## src/rtl/bitload_pkg.sv

```systemverilog
// Shared types for the slave-serial bitstream loader.
// Assumes: nothing beyond IEEE 1800-2017 enums.
package bitload_pkg;

    typedef enum logic [2:0] {
        ST_IDLE,
        ST_PROG,
        ST_WAIT_INIT,
        ST_DATA,
        ST_DRAIN,
        ST_TRAIL,
        ST_OK,
        ST_FAIL
    } ctrl_state_t;

    typedef enum logic [1:0] {
        FAIL_NONE  = 2'd0,
        FAIL_INIT  = 2'd1,
        FAIL_DONE  = 2'd2,
        FAIL_ALIGN = 2'd3
    } fail_code_t;

    localparam int unsigned GROUP_BYTES = 4;

endpackage

```

## src/rtl/bitload_reorder.sv

```systemverilog
// Byte grouper: collects one byte (plain mode) or GROUP_BYTES bytes (swap
// mode) and replays the group last-first. Flags a last byte that does not
// close a group in swap mode; that partial group is dropped.
// Assumes: o_ready only while the consumer can take a byte; flush clears.
module bitload_reorder
    import bitload_pkg::*;
#(
    parameter int unsigned DW = 8
) (
    input  logic          clk,
    input  logic          rst_n,
    input  logic          flush,
    input  logic          en,
    input  logic          swap,
    input  logic          s_valid,
    input  logic [DW-1:0] s_data,
    input  logic          s_last,
    output logic          s_ready,
    output logic          o_valid,
    output logic [DW-1:0] o_data,
    output logic          o_last,
    input  logic          o_ready,
    output logic          align_err
);
    localparam int unsigned FW = $clog2(GROUP_BYTES + 1);
    localparam int unsigned RW = $clog2(GROUP_BYTES);

    logic [DW-1:0] hold_q [GROUP_BYTES];
    logic [FW-1:0] fill_q;
    logic [RW-1:0] rd_q;
    logic          drain_q;
    logic          last_q;
    logic [FW-1:0] grp;
    logic [FW-1:0] grp_m1;
    logic [FW-1:0] fill_next;
    logic          accept;

    // Group size and handshake terms.
    always_comb begin
        grp       = swap ? FW'(GROUP_BYTES) : FW'(1);
        grp_m1    = grp - FW'(1);
        fill_next = fill_q + FW'(1);
        s_ready   = en && !drain_q;
        accept    = s_valid && s_ready;
        align_err = accept && s_last && (fill_next != grp);
        o_valid   = drain_q;
        o_data    = hold_q[rd_q];
        o_last    = last_q && (rd_q == '0);
    end

    // Fill a group, then replay it from its highest index down.
    always_ff @(posedge clk) begin
        if (!rst_n || flush) begin
            for (int i = 0; i < GROUP_BYTES; i++) hold_q[i] <= '0;
            fill_q  <= '0;
            rd_q    <= '0;
            drain_q <= 1'b0;
            last_q  <= 1'b0;
        end else begin
            if (accept) begin
                hold_q[fill_q[RW-1:0]] <= s_data;
                if (fill_next == grp) begin
                    fill_q  <= '0;
                    drain_q <= 1'b1;
                    rd_q    <= grp_m1[RW-1:0];
                    last_q  <= s_last;
                end else if (s_last) begin
                    fill_q <= '0;
                end else begin
                    fill_q <= fill_next;
                end
            end
            if (o_valid && o_ready) begin
                if (rd_q == '0) drain_q <= 1'b0;
                else            rd_q    <= rd_q - RW'(1);
            end
        end
    end

endmodule

```

## src/rtl/bitload_serializer.sv

```systemverilog
// Bit shifter: on go, sends go_nbits bits of go_data MSB first. Each bit is
// HALF_CYC cycles with the clock low (data set up) then HALF_CYC cycles high.
// Assumes: go is only raised while ready is high.
module bitload_serializer #(
    parameter int unsigned DW       = 8,
    parameter int unsigned HALF_CYC = 3
) (
    input  logic                     clk,
    input  logic                     rst_n,
    input  logic                     go,
    input  logic [DW-1:0]            go_data,
    input  logic [$clog2(DW+1)-1:0]  go_nbits,
    output logic                     ready,
    output logic                     sclk,
    output logic                     sdat
);
    localparam int unsigned BW = $clog2(DW + 1);
    localparam int unsigned TW = $clog2(HALF_CYC + 1);
    localparam logic [TW-1:0] HALF_LAST = TW'(HALF_CYC - 1);

    typedef enum logic [1:0] {SER_IDLE, SER_LOW, SER_HIGH} ser_state_t;

    ser_state_t     st_q;
    logic [DW-1:0]  sh_q;
    logic [BW-1:0]  left_q;
    logic [TW-1:0]  tmr_q;
    logic           dat_q;

    // Port view of the phase register.
    always_comb begin
        ready = (st_q == SER_IDLE);
        sclk  = (st_q == SER_HIGH);
        sdat  = dat_q;
    end

    // Phase timer and shift register.
    always_ff @(posedge clk) begin
        if (!rst_n) begin
            st_q   <= SER_IDLE;
            sh_q   <= '0;
            left_q <= '0;
            tmr_q  <= '0;
            dat_q  <= 1'b0;
        end else begin
            case (st_q)
                SER_IDLE: if (go) begin
                    dat_q  <= go_data[DW-1];
                    sh_q   <= go_data << 1;
                    left_q <= go_nbits;
                    tmr_q  <= '0;
                    st_q   <= SER_LOW;
                end
                SER_LOW: begin
                    if (tmr_q == HALF_LAST) begin
                        tmr_q <= '0;
                        st_q  <= SER_HIGH;
                    end else begin
                        tmr_q <= tmr_q + TW'(1);
                    end
                end
                SER_HIGH: begin
                    if (tmr_q == HALF_LAST) begin
                        tmr_q <= '0;
                        if (left_q == BW'(1)) begin
                            st_q <= SER_IDLE;
                        end else begin
                            dat_q  <= sh_q[DW-1];
                            sh_q   <= sh_q << 1;
                            left_q <= left_q - BW'(1);
                            st_q   <= SER_LOW;
                        end
                    end else begin
                        tmr_q <= tmr_q + TW'(1);
                    end
                end
                default: st_q <= SER_IDLE;
            endcase
        end
    end

endmodule

```

## src/rtl/bitload_seq.sv

```systemverilog
// Load sequencer: program pulse, bounded init wait, data phase, drain,
// trailing clocks until done, and terminal ok/fail states.
// Assumes: ser_ready reflects the shifter one cycle after a go.
module bitload_seq
    import bitload_pkg::*;
#(
    parameter int unsigned HOLD_CYC    = 1200,
    parameter int unsigned INIT_POLLS  = 100000,
    parameter int unsigned DONE_PULSES = 100000
) (
    input  logic       clk,
    input  logic       rst_n,
    input  logic       start,
    input  logic       swap_in,
    input  logic       init_in,
    input  logic       done_in,
    input  logic       last_fire,
    input  logic       align_err,
    input  logic       ser_ready,
    output logic       prog_n,
    output logic       data_phase,
    output logic       swap_q,
    output logic       flush,
    output logic       pulse_go,
    output logic       busy,
    output logic       ok,
    output logic       err,
    output logic [1:0] code
);
    localparam int unsigned MAX_AB = (HOLD_CYC > INIT_POLLS) ? HOLD_CYC : INIT_POLLS;
    localparam int unsigned MAX_C  = (MAX_AB > DONE_PULSES) ? MAX_AB : DONE_PULSES;
    localparam int unsigned CW     = $clog2(MAX_C + 1);
    localparam logic [CW-1:0] HOLD_END  = CW'(HOLD_CYC - 1);
    localparam logic [CW-1:0] INIT_END  = CW'(INIT_POLLS - 1);
    localparam logic [CW-1:0] PULSE_END = CW'(DONE_PULSES);

    ctrl_state_t   st_q;
    logic [CW-1:0] cnt_q;
    fail_code_t    code_q;
    logic          idle_like;

    // Decoded outputs of the state register.
    always_comb begin
        idle_like  = (st_q == ST_IDLE) || (st_q == ST_OK) || (st_q == ST_FAIL);
        flush      = start && idle_like;
        prog_n     = (st_q != ST_PROG);
        data_phase = (st_q == ST_DATA);
        busy       = !idle_like;
        ok         = (st_q == ST_OK);
        err        = (st_q == ST_FAIL);
        code       = code_q;
        pulse_go   = (st_q == ST_TRAIL) && ser_ready && !done_in && (cnt_q != PULSE_END);
    end

    // Sequence state, shared wait counter and error cause.
    always_ff @(posedge clk) begin
        if (!rst_n) begin
            st_q   <= ST_IDLE;
            cnt_q  <= '0;
            code_q <= FAIL_NONE;
            swap_q <= 1'b0;
        end else begin
            case (st_q)
                ST_IDLE, ST_OK, ST_FAIL: if (start) begin
                    st_q   <= ST_PROG;
                    cnt_q  <= '0;
                    code_q <= FAIL_NONE;
                    swap_q <= swap_in;
                end
                ST_PROG: begin
                    if (cnt_q == HOLD_END) begin
                        cnt_q <= '0;
                        st_q  <= ST_WAIT_INIT;
                    end else begin
                        cnt_q <= cnt_q + CW'(1);
                    end
                end
                ST_WAIT_INIT: begin
                    if (init_in) begin
                        st_q <= ST_DATA;
                    end else if (cnt_q == INIT_END) begin
                        st_q   <= ST_FAIL;
                        code_q <= FAIL_INIT;
                    end else begin
                        cnt_q <= cnt_q + CW'(1);
                    end
                end
                ST_DATA: begin
                    if (align_err) begin
                        code_q <= FAIL_ALIGN;
                        st_q   <= ST_DRAIN;
                    end else if (last_fire) begin
                        st_q <= ST_DRAIN;
                    end
                end
                ST_DRAIN: if (ser_ready) begin
                    cnt_q <= '0;
                    st_q  <= (code_q != FAIL_NONE) ? ST_FAIL : ST_TRAIL;
                end
                ST_TRAIL: if (ser_ready) begin
                    if (done_in) begin
                        st_q <= ST_OK;
                    end else if (cnt_q == PULSE_END) begin
                        st_q   <= ST_FAIL;
                        code_q <= FAIL_DONE;
                    end else begin
                        cnt_q <= cnt_q + CW'(1);
                    end
                end
                default: st_q <= ST_IDLE;
            endcase
        end
    end

endmodule

```

## src/rtl/bitload_master.sv

```systemverilog
// Top of the slave-serial bitstream loader: joins the sequencer, the byte
// grouper and the bit shifter, and muxes data bytes and trailing pulses.
// Assumes: the stream holds data and last steady while valid waits.
module bitload_master #(
    parameter int unsigned DW          = 8,
    parameter int unsigned HOLD_CYC    = 1200,
    parameter int unsigned HALF_CYC    = 3,
    parameter int unsigned INIT_POLLS  = 100000,
    parameter int unsigned DONE_PULSES = 100000
) (
    input  logic          clk,
    input  logic          rst_n,
    input  logic          start,
    input  logic          swap_en,
    input  logic          s_valid,
    input  logic [DW-1:0] s_data,
    input  logic          s_last,
    output logic          s_ready,
    output logic          cfg_prog_n,
    output logic          cfg_clk,
    output logic          cfg_dout,
    input  logic          cfg_init,
    input  logic          cfg_done,
    output logic          busy,
    output logic          load_ok,
    output logic          load_err,
    output logic [1:0]    err_code
);
    localparam int unsigned BW = $clog2(DW + 1);

    logic          ro_valid, ro_last, ro_ready, align_err;
    logic [DW-1:0] ro_data, ser_data;
    logic [BW-1:0] ser_nbits;
    logic          ser_ready, ser_go, data_phase, flush, pulse_go, swap_q, last_fire;

    // Route either a data byte or a single trailing pulse to the shifter.
    always_comb begin
        ro_ready  = data_phase && ser_ready;
        last_fire = ro_valid && ro_ready && ro_last;
        ser_go    = pulse_go || (data_phase && ro_valid);
        ser_data  = data_phase ? ro_data : '1;
        ser_nbits = data_phase ? BW'(DW) : BW'(1);
    end

    bitload_seq #(
        .HOLD_CYC   (HOLD_CYC),
        .INIT_POLLS (INIT_POLLS),
        .DONE_PULSES(DONE_PULSES)
    ) u_seq (
        .clk       (clk),
        .rst_n     (rst_n),
        .start     (start),
        .swap_in   (swap_en),
        .init_in   (cfg_init),
        .done_in   (cfg_done),
        .last_fire (last_fire),
        .align_err (align_err),
        .ser_ready (ser_ready),
        .prog_n    (cfg_prog_n),
        .data_phase(data_phase),
        .swap_q    (swap_q),
        .flush     (flush),
        .pulse_go  (pulse_go),
        .busy      (busy),
        .ok        (load_ok),
        .err       (load_err),
        .code      (err_code)
    );

    bitload_reorder #(.DW(DW)) u_reorder (
        .clk      (clk),
        .rst_n    (rst_n),
        .flush    (flush),
        .en       (data_phase),
        .swap     (swap_q),
        .s_valid  (s_valid),
        .s_data   (s_data),
        .s_last   (s_last),
        .s_ready  (s_ready),
        .o_valid  (ro_valid),
        .o_data   (ro_data),
        .o_last   (ro_last),
        .o_ready  (ro_ready),
        .align_err(align_err)
    );

    bitload_serializer #(.DW(DW), .HALF_CYC(HALF_CYC)) u_ser (
        .clk     (clk),
        .rst_n   (rst_n),
        .go      (ser_go),
        .go_data (ser_data),
        .go_nbits(ser_nbits),
        .ready   (ser_ready),
        .sclk    (cfg_clk),
        .sdat    (cfg_dout)
    );

endmodule

```

## config.mk

```make
export PLATFORM = sky130hd
export DESIGN_NAME = bitload_master
export DESIGN_NICKNAME = d
export VERILOG_FILES = /design/src/rtl/bitload_pkg.sv /design/src/rtl/bitload_reorder.sv /design/src/rtl/bitload_serializer.sv /design/src/rtl/bitload_seq.sv /design/src/rtl/bitload_master.sv
export SDC_FILE = /design/constraint.sdc
export NUM_CORES = 1
export LEC_CHECK = 0
export BUFFER_PORTS_ARGS = -buffer_cell sky130_fd_sc_hd__buf_2
export CORE_AREA = 2 2 100 102
export DETAILED_ROUTE_END_ITERATION = 6
export DIE_AREA = 0 0 102 104
export GPL_TIMING_DRIVEN = 1
export PLACE_DENSITY = 0.71
export SYNTH_ARGS = -nofsm -noshare
export SYNTH_HDL_FRONTEND = slang
export SYNTH_HIERARCHICAL = 1
export SYNTH_SLANG_ARGS = --single-unit
```

## constraint.sdc

```tcl
create_clock -name clk -period 4.95 [get_ports clk]
set_clock_uncertainty 0.2 [all_clocks]
set_input_delay 0.99 -clock clk [delete_from_list [all_inputs] [get_ports clk]]
set_output_delay 0.99 -clock clk [all_outputs]
set_load 0.05 [all_outputs]
```

# Yosys cells after proc, flatten, opt, wreduce, memory -nomap -nowiden

Memory sizes are Yosys's and may differ from the RTL's. A register that Yosys moved wholly into a read port is not among the register bits.
Cells that the tools add are included.

Bits in read-only memories: 0
Output and inout bits: 9
Memories: 1
Flip-flop bits (word level): 47
Memory bits (writable): 32
Word-level logic and storage cells: 167
Bits of input ports: 16
Latch bits: 0

Memories:

| memory           | words | width | rd ports | clocked after memory_dff | wr ports | RTL line              | text |
|---|---|---|---|---|---|---|---|
| u_reorder.hold_q | 4     | 8     | 1        | 1                        | 4        | bitload_reorder.sv:28 | `logic [DW-1:0] hold_q [GROUP_BYTES];` |

Div/mod/pow operators: 0
Add/sub/neg operators: 6
Reduce and logical (&&, ||, !) cells: 40
Order comparisons: 0
Multiply operators: 0
Mux-type cells: 71
Bitwise operators: 0
Shifts and indexed selects: 0
Eq/ne operators: 36

Operators with widths:

| cell                  | count |
|---|---|
| $mux 17               | 8 |
| $pmux 17 s5           | 1 |
| $mux 8                | 5 |
| $mux 3                | 13 |
| $mux 2                | 19 |
| $eq 17x17->1 const B  | 2 |
| $ne 2x2->1 const B    | 10 |
| $pmux 3 s6            | 1 |
| $add 17x1->17 const B | 1 |
| $eq 17x11->1 const B  | 1 |
| $ne 17x17->1 const B  | 1 |
| $mux 4                | 4 |
| $pmux 8 s2            | 1 |
| $reduce_and 8->1      | 2 |
| $mux 1                | 14 |
| $logic_and 1x1->1     | 13 |
| $eq 3x3->1 const B    | 4 |
| $ne 2x1->1 const B    | 5 |
| $pmux 2 s4            | 1 |
| $pmux 4 s2            | 1 |
| $reduce_or 8->1       | 1 |
| $reduce_and 7->1      | 1 |
| $eq 3x2->1 const B    | 2 |
| $ne 3x2->1 const B    | 2 |
| other kinds (27)      | 40 |

# Logic depth before layout (Yosys ltp)

Gate-level depths: netlist (run 1).

Word-level depth: 9
Gate-level depth with buffers: 12
Depth with buffers taken out: 10

# Modules after synthesis

Netlist (run 1), hierarchy kept.

By module, submodules not included:

| module             | seq. area each (µm²) | area an instance (µm²) | cells each | times used |
|---|---|---|---|---|
| bitload_seq        | 460.4                | 1934.4                 | 220        | 1 |
| bitload_reorder    | 1101.1               | 1830.5                 | 135        | 1 |
| bitload_serializer | 320.3                | 943.4                  | 96         | 1 |
| bitload_master     | 0.0                  | 93.8                   | 14         | 1 |

# Least setup slack after synthesis (run 1)

OpenSTA, ideal clock, no wires.

Path type: register to register
Start: reg u_seq.st_q[1]
End: mem u_reorder.hold_q[2][0], enable pin
Path slack: 1.785 ns
Cell stages (with the launch flop): 10
Arrival: 2.631 ns
Path buffers: 2
Clock period less this slack: 3.165 ns
Library setup time: 0.334 ns
Path through: dfxtp_1 buf_6 clkbuf_8 nor3_1 a21oi_1 nor2b_1 nor2b_1 nand2_1 nor3b_2 nand2b_1

RTL lines:

| element                | RTL line              | text |
|---|---|---|
| from (decl)            | bitload_seq.sv:37     | `ctrl_state_t st_q;` |
| from (signal assigned) | bitload_seq.sv:98     | `st_q <= (code_q != FAIL_NONE) ? ST_FAIL : ST_TRAIL;` |
| to (decl)              | bitload_reorder.sv:28 |  |

# Final worst setup path (run 1)

Start: reg u_seq.st_q[1]
End: reg u_seq.st_q[2]

Cells in the longest elaborated chain, start to end: 7

Ends and longest elaborated chain:

| element                                                         | RTL line              | text |
|---|---|---|
| $eq 3x2->1 (*)                                                  | bitload_seq.sv:47     | `data_phase = (st_q == ST_DATA);` |
| net data_phase                                                  | bitload_master.sv:34  | `logic ser_ready, ser_go, data_phase, flush, pulse_go, swap_q, last_fire;` |
| $logic_and 1x1->1 (*)                                           | bitload_reorder.sv:43 | `s_ready = en && !drain_q;` |
| $logic_and 1x1->1 (*)                                           | bitload_reorder.sv:44 | `accept = s_valid && s_ready;` |
| $logic_and 1x1->1 (*) (2 in series)                             | bitload_reorder.sv:45 | `align_err = accept && s_last && (fill_next != grp);` |
| net align_err                                                   | bitload_master.sv:31  | `logic ro_valid, ro_last, ro_ready, align_err;` |
| $ne 3x2->1 (no source line) or $mux 3 (tied branches)           | -                     |  |
| $reduce_and 7->1 (no source line) or $pmux 3 s6 (tied branches) | -                     |  |

The timed path passes the listed nets; every way through them passes the cells marked *.
A chain may end at the register's enable or synchronous reset.

==> flow_metrics.env, run 1 <==
export IMPL_status="completed"
export IMPL_hold_viol=0
export IMPL_worst_ep_required_time_ns=5.01
export IMPL_vdd_drop_max_v=0.000188
export IMPL_ys_flop_type="dfxtp_1"
export IMPL_grt_usage_pct=18.9
export IMPL_synth_fa_ha_area_share_pct=3.39
export IMPL_async_reset_ff_share_pct=0
export IMPL_ctsResizeCount=0
export IMPL_final_cell_mix="dfxtp_1, nand2_1, edfxtp_1, a21oi_1, and2_1"
export IMPL_start_kind="register"
export IMPL_clock_path_buffers=2
export IMPL_cts_tree="done"
export IMPL_synthTopCellsByArea="edfxtp_1, dfxtp_1, mux4_2, and2_1, ha_1"
export IMPL_ys_ff_latch=78
export IMPL_place_inst=598
export IMPL_synthSimpleGateAreaFrac_pct=27.4
export IMPL_critPathKind="reg2reg"
export IMPL_die_y_um=104
export IMPL_start_util_pct=50.3
export IMPL_post_drt_wl_per_cell_um=15.5
export IMPL_clock_root_buffer="clkbuf_8"
export IMPL_grt_pass1_vias=3382
export IMPL_final_layout_size_suffix_gt1_share_pct=21.2
export IMPL_core_area_um2=9550
export IMPL_synth_top_family_by_area="simple AND/OR/NAND/NOR gates"
export IMPL_synth_top_area_share_pct=20.0
export IMPL_ant_nets=0
export IMPL_port_buffer_count=24
export IMPL_synthesis_area_um2=4800
export IMPL_p_leak_nw=1.81
export IMPL_period_needed_ns=3.59
export IMPL_finalNonFillerCells=614
export IMPL_htreeDepth=3
export IMPL_synth_warnings=6
export IMPL_fin_tns_setup_ns=0
export IMPL_num_antenna_cells=0
export IMPL_synth_edf_count=32
export IMPL_worstSetupEndpointType="register"
export IMPL_cts_sinks=78
export IMPL_synthCells=465
export IMPL_yosysSeqAreaShare_pct=39.2
export IMPL_routed_wl_um=9530
export IMPL_num_rows=36
export IMPL_post_place_ws_ns=1.38
export IMPL_die_x_um=102
export IMPL_worstMarginPinSlew_ns=0.943
export IMPL_syn_avg_cell_area_um2=10.3
export IMPL_critPathArrivalTime_ns=3.65
export IMPL_fin_util_pct=53.3
export IMPL_synth_area_mux_share_pct=7.14
export IMPL_worstSkewPairLatency_ns=0.36
export IMPL_dieArea_um2=10600
export IMPL_relSlewSlack_pct=37.1
export IMPL_dp_final_hpwl_um=6700
export IMPL_postCtsSetupRepairBufs=0
export IMPL_power_mw=2.12
export IMPL_final_common_cell="dfxtp_1"
export IMPL_synth_compound_area_share_pct=16.5
export IMPL_io_pins=25
export IMPL_finalSetupViolations=0
export IMPL_fin_area_um2=5090
export IMPL_drc=0
export IMPL_num_vias=3523
export IMPL_timing_final_crit_share_pct=72.5
export IMPL_hold_class="reg2reg"
export IMPL_antenna_found_initial=0
export IMPL_max_freq_mhz=279
export IMPL_clk_pin_slew_ns=0.10
export IMPL_cts_hold_buffers_added=0
export IMPL_numCtsBuffers=9
export IMPL_yosysTopAreaCell="edfxtp_1"
export IMPL_cp_max_fo=23
export IMPL_setup_ws_ns=1.36
export IMPL_drv_cap=0
export IMPL_via_per_inst=5.74
export IMPL_postPlaceCellArea_um2=4890
export IMPL_grt_max_degree=46
export IMPL_power_density_nw_per_um2=417
export IMPL_synth_xor_area_share_pct=0.365
export IMPL_nets=505
export IMPL_finalHoldWorstSlack_ns=0.278
export IMPL_place_congestion=0.816
export IMPL_drt_iter0_drc=145
export IMPL_drv_slew=0
export IMPL_grt_pass1_wl_um=16200
export IMPL_drt_first_pass_iters=4
export IMPL_rsz0062_at_grt="false"
export IMPL_overflow=0
export IMPL_areaGrowthSynthToFinish_pct=6.04
export IMPL_synth_cell_types=76
[cell families after synthesis]
group | Yosys count
AOI/OAI and AO/OA | 95
and+or+nand+nor | 207
DFF | 78
buffers and inverters | 45
adders and majority gates | 13
other | 1
xor gates and xnor gates | 2
muxes | 24
[final cells by class]
| cell class | instances | area (um^2) |
|---|---|---|
| clock buffers | 9 | 124 |
| fillers | 891 | 4460 |
| flip-flops and latches | 78 | 1880 |
| well taps | 133 | 166 |
| repair buffers | 27 | 143 |
| clock inverters | 7 | 76.3 |
| inverters | 17 | 63.8 |
| multi-input cells | 343 | 2640 |
[where the power goes]
part           internal [mW]  leakage (nW)  switching, mW
registers              0.780         0.718         0.0942
logic                  0.290         0.991          0.479
clock network          0.201         0.103          0.279
[critical path, cell delays in order, from the launching register on]
cell and delay, ns:
dfxtp_1 0.77, and3b_1 0.59, and3b_1 0.56, and3_1 0.27, nor2_1 0.06, a21o_1 0.17, a211o_1 0.26, nor3b_4 0.28
o221ai_1 0.17, o211a_1 0.16
[final timing paths]
check / from / to / slack (ns) / depth (start not counted)
setup / recovery: u_seq/st_q[1]$_SDFFE_PN0P_ / u_seq/st_q[2]$_SDFFE_PN0P_ / 1.36 / 9
hold / removal: u_reorder/last_q$_SDFFE_PP0P_ / u_reorder/last_q$_SDFFE_PP0P_ / 0.28 / 2
setup reg to reg: u_seq/st_q[1]$_SDFFE_PN0P_ / u_seq/st_q[2]$_SDFFE_PN0P_ / 1.36 / 9
hold reg to reg: u_reorder/last_q$_SDFFE_PP0P_ / u_reorder/last_q$_SDFFE_PP0P_ / 0.28 / 2
[Yosys cell counts (3+ instances only)]
library cell  count
a22oi_1           3
nor3_1            4
clkbuf_8          5
o22ai_2          10
mux4_2            8
and3_1           12
o211ai_1          3
nor2_1           23
nand4_1           5
and4_1            3
or3b_1            4
nor4b_1           3
dfxtp_1          46
a21oi_1          28
and3b_1           3
o32ai_2           3
nor2b_1           6
ha_1             13
a221oi_2          3
nand4b_1          3
buf_6             7
nand3_1          15
nand2_1          39
nand3b_1          8
o21ai_0           9
clkbuf_1          7
buf_2             6
a211oi_2          8
nor3b_2           3
or2b_1            3
and2_1           27
a21o_1            3
mux2i_1          14
or3b_2            5
inv_1            15
nand2b_1         16
and4b_1           4
o21ai_1           5
a31oi_1           3
edfxtp_1         32
[state kept, by name (all words and copies together), names as in the netlist, 2 cells and up]
signal	cells
u_ser/sh_q	7
u_ser/tmr_q	2
u_ser/st_q	2
u_seq/st_q	3
u_reorder/rd_q	2
u_seq/cnt_q	17
u_ser/left_q	4
u_reorder/fill_q	3
u_reorder/hold_q	32
u_seq/code	2
[metal layers]
metal,vias up,wire [um],track usage (%)
li1,1743,-,-
met1,1706,4600,27.2
met2,61,4370,28.2
met3,13,429,4.03
met4,0,133,6.10
met5,-,0,0
Power figures use the tool's default switching activity.
==> inputs of run 2 (changes only) <==
- ABC_AREA: unset -> 1
- CORE_AREA: 2 2 100 102 -> 2 2 101 103
- DIE_AREA: 0 0 102 104 -> 0 0 103 105
- PLACE_DENSITY: 0.71 -> 0.73
- clock period: 4.95 -> 2.9 ns (I/O delays scaled with it)
==> run 2 against run 1 <==
Against the previous run:
- register-to-register slack worse by 0.98 ns
- cell count up 40%
- die area up 2.0%
- hold slack worse by 0.020 ns
- synthesized cell count is 51% higher
- routed wire length up 18%
- sequential power up 76%
- clock power grew 100%
- global-route usage is 3.3 points higher
- clock-buffer cell count up 2
- final area increased by 4.7%
==> flow_metrics.env, run 2 <==
export IMPL_postPlaceCellArea_um2=5090
export IMPL_numCtsBuffers=9
export IMPL_worstSkewPairLatency_ns=0.37
export IMPL_grt_pass1_vias=4074
export IMPL_period_needed_ns=2.52
export IMPL_p_leak_nw=2.34
export IMPL_grt_max_degree=20
export IMPL_r2r_start="u_seq/st_q[0]$_SDFFE_PN0P_"
export IMPL_ys_ff_latch=78
export IMPL_whs_path_depth=2
export IMPL_htreeDepth=3
export IMPL_worst_ep_required_time_ns=2.74
export IMPL_largest_reg_flops=32
export IMPL_place_inst=846
export IMPL_areaGrowthSynthToFinish_pct=8.64
export IMPL_via_per_inst=5.26
export IMPL_critPathKind="reg2reg"
export IMPL_final_cell_mix="nand2_1, nor2_1, inv_1, dfxtp_1, o21ai_0"
export IMPL_synth_cell_types=43
export IMPL_r2r_cells=8
export IMPL_die_x_um=103
export IMPL_place_congestion=0.945
export IMPL_grt_pass1_wl_um=18900
export IMPL_drt_first_pass_iters=6
export IMPL_async_reset_ff_share_pct=0
export IMPL_power_density_nw_per_um2=825
export IMPL_synth_most_common_cell="nand2_1"
export IMPL_ys_flop_type="dfxtp_1"
export IMPL_routed_wl_um=11300
export IMPL_clock_path_buffers=2
export IMPL_synthCells=704
export IMPL_yosysSeqAreaShare_pct=38.3
export IMPL_r2r_setup_slack_ns=0.38
export IMPL_min_to="u_reorder/last_q$_SDFFE_PP0P_"
export IMPL_holdCritStartpoint="u_reorder/last_q$_SDFFE_PP0P_"
export IMPL_max_freq_mhz=397
export IMPL_hold_class="reg2reg"
export IMPL_cp_max_fo=11
export IMPL_largest_registers="u_reorder/hold_q (32), u_seq/cnt_q (17), u_ser/sh_q (7)"
export IMPL_worstSetupEndpointType="register"
export IMPL_grt_usage_pct=22.1
export IMPL_post_drt_wl_per_cell_um=13.1
export IMPL_regMostFlops="u_reorder/hold_q"
export IMPL_syn_avg_cell_area_um2=6.97
export IMPL_overflow=0
export IMPL_drv_cap=0
export IMPL_final_common_cell="nand2_1"
export IMPL_cts_tree="done"
export IMPL_dieArea_um2=10800
export IMPL_io_pins=25
export IMPL_core_area_um2=9640
export IMPL_cts_sinks=78
export IMPL_synth_top_cells_by_count="nand2_1, nor2_1, inv_1"
export IMPL_yosysTopAreaCell="edfxtp_1"
export IMPL_finalSetupViolations=0
export IMPL_synth_top_area_share_pct=19.6
export IMPL_drc=0
export IMPL_status="completed"
export IMPL_num_rows=36
export IMPL_port_buffer_count=24
export IMPL_postCtsSetupRepairBufs=0
export IMPL_num_vias=4532
export IMPL_hold_viol=0
export IMPL_die_y_um=105
export IMPL_rsz0062_at_grt="false"
export IMPL_start_kind="register"
export IMPL_worstMarginPinSlew_ns=0.568
export IMPL_synth_edf_count=32
export IMPL_timing_final_crit_share_pct=87.0
export IMPL_dp_final_hpwl_um=8250
export IMPL_clk_pin_slew_ns=0.08
export IMPL_cts_hold_buffers_added=0
export IMPL_fin_tns_setup_ns=0
export IMPL_ctsResizeCount=0
export IMPL_antenna_found_initial=0
export IMPL_relSlewSlack_pct=62.1
export IMPL_synthesis_area_um2=4910
export IMPL_final_layout_size_suffix_gt1_share_pct=12.6
export IMPL_vdd_drop_max_v=0.000477
export IMPL_clock_root_buffer="clkbuf_8"
export IMPL_r2r_end="u_reorder/hold_q[2][5]$_SDFFCE_PN0P_"
export IMPL_finalNonFillerCells=862
export IMPL_fin_area_um2=5330
export IMPL_num_antenna_cells=0
export IMPL_critPathArrivalTime_ns=2.36
export IMPL_synth_warnings=6
export IMPL_start_util_pct=50.9
export IMPL_ant_nets=0
export IMPL_synthTopCellsByArea="edfxtp_1, dfxtp_1, nand2_1, nor2_1, inv_1"
export IMPL_nets=753
export IMPL_drt_iter0_drc=370
export IMPL_drv_slew=0
[run 2: cell count changes after synthesis, sizes merged, moves of 27 or more]
| cell | delta |
|---|---|
| nor2 | +110 |
| o21ai | +40 |
| nand3 | +28 |
| inv | +68 |
| nand2 | +161 |
| and2 | -27 |
[run 2: final cells by class]
class                           count  area, um^2
Fill cell                         933        4310
Multi-Input combinational cell    522        2570
Sequential cell                    78        1880
Inverter                           86         330
Tap cell                          133         166
Timing Repair Buffer               27         143
Clock buffer                       11         131
Clock inverter                      5         108
[run 2: worst max-delay path, cell delays in order, from the launching register on]
cell and delay, ns:
dfxtp_1 0.54, nor2_1 0.17, a21boi_2 0.19, nor2_1 0.09, nor2_4 0.23, nand2_4 0.15, nor2_2 0.18, nand2_2 0.14
nand2_1 0.29
[run 2: stage by stage]
step	setup WS, ns	power (mW)	hold WS (ns)	utilization (%)
6_report	0.378	4.40	0.258	55.3
4_1_cts	0.358	4.40	0.259	55.3
3_3_place_gp	0.493	3.34	0.240	52.8
2_1_floorplan	0.287	3.09	0.229	-
5_1_grt	0.130	4.70	0.278	55.3
3_5_place_dp	0.396	3.40	0.247	52.8
[run 2: cells by family after synthesis]
| group | share of synthesized area, % |
|---|---|
| buf+inv | 9.41 |
| fa+ha+maj | 3.31 |
| xor+xnor | 0.714 |
| compound gates | 12.5 |
| flops | 38.3 |
| other cells | 0.0764 |
| simple gates | 35.6 |
[run 2: worst max path at each step]
stage / end / depth (start not counted) / start
finish: u_reorder/hold_q[2][5]$_SDFFCE_PN0P_ / 8 / u_seq/st_q[0]$_SDFFE_PN0P_
global route: u_reorder/hold_q[2][0]$_SDFFCE_PN0P_ / 8 / u_seq/st_q[0]$_SDFFE_PN0P_
CTS: cfg_clk / 3 / u_ser/st_q[0]$_SDFFE_PN0P_
detailed placement: u_reorder/hold_q[2][0]$_SDFFCE_PN0P_ / 8 / u_seq/st_q[0]$_SDFFE_PN0P_
global placement: u_reorder/hold_q[2][4]$_SDFFCE_PN0P_ / 8 / start
floorplan: u_reorder/hold_q[1][0]$_SDFFCE_PN0P_ / 10 / u_seq/st_q[0]$_SDFFE_PN0P_
[run 2: power by group]
part / internal, mW / switching, mW / total [mW]
clock: 0.575 / 0.408 / 0.983
combinational: 0.542 / 1.34 / 1.88
sequential: 1.37 / 0.163 / 1.54
total: 2.49 / 1.91 / 4.40
[run 2: per-layer routing]
layer / global-route usage, % / up-vias / wire [um]
met4: 7.24 / 0 / 184
li1: - / 2292 / -
met3: 4.68 / 19 / 786
met1: 30.8 / 2064 / 5130
met5: 0 / - / 0
met2: 34.2 / 157 / 5170
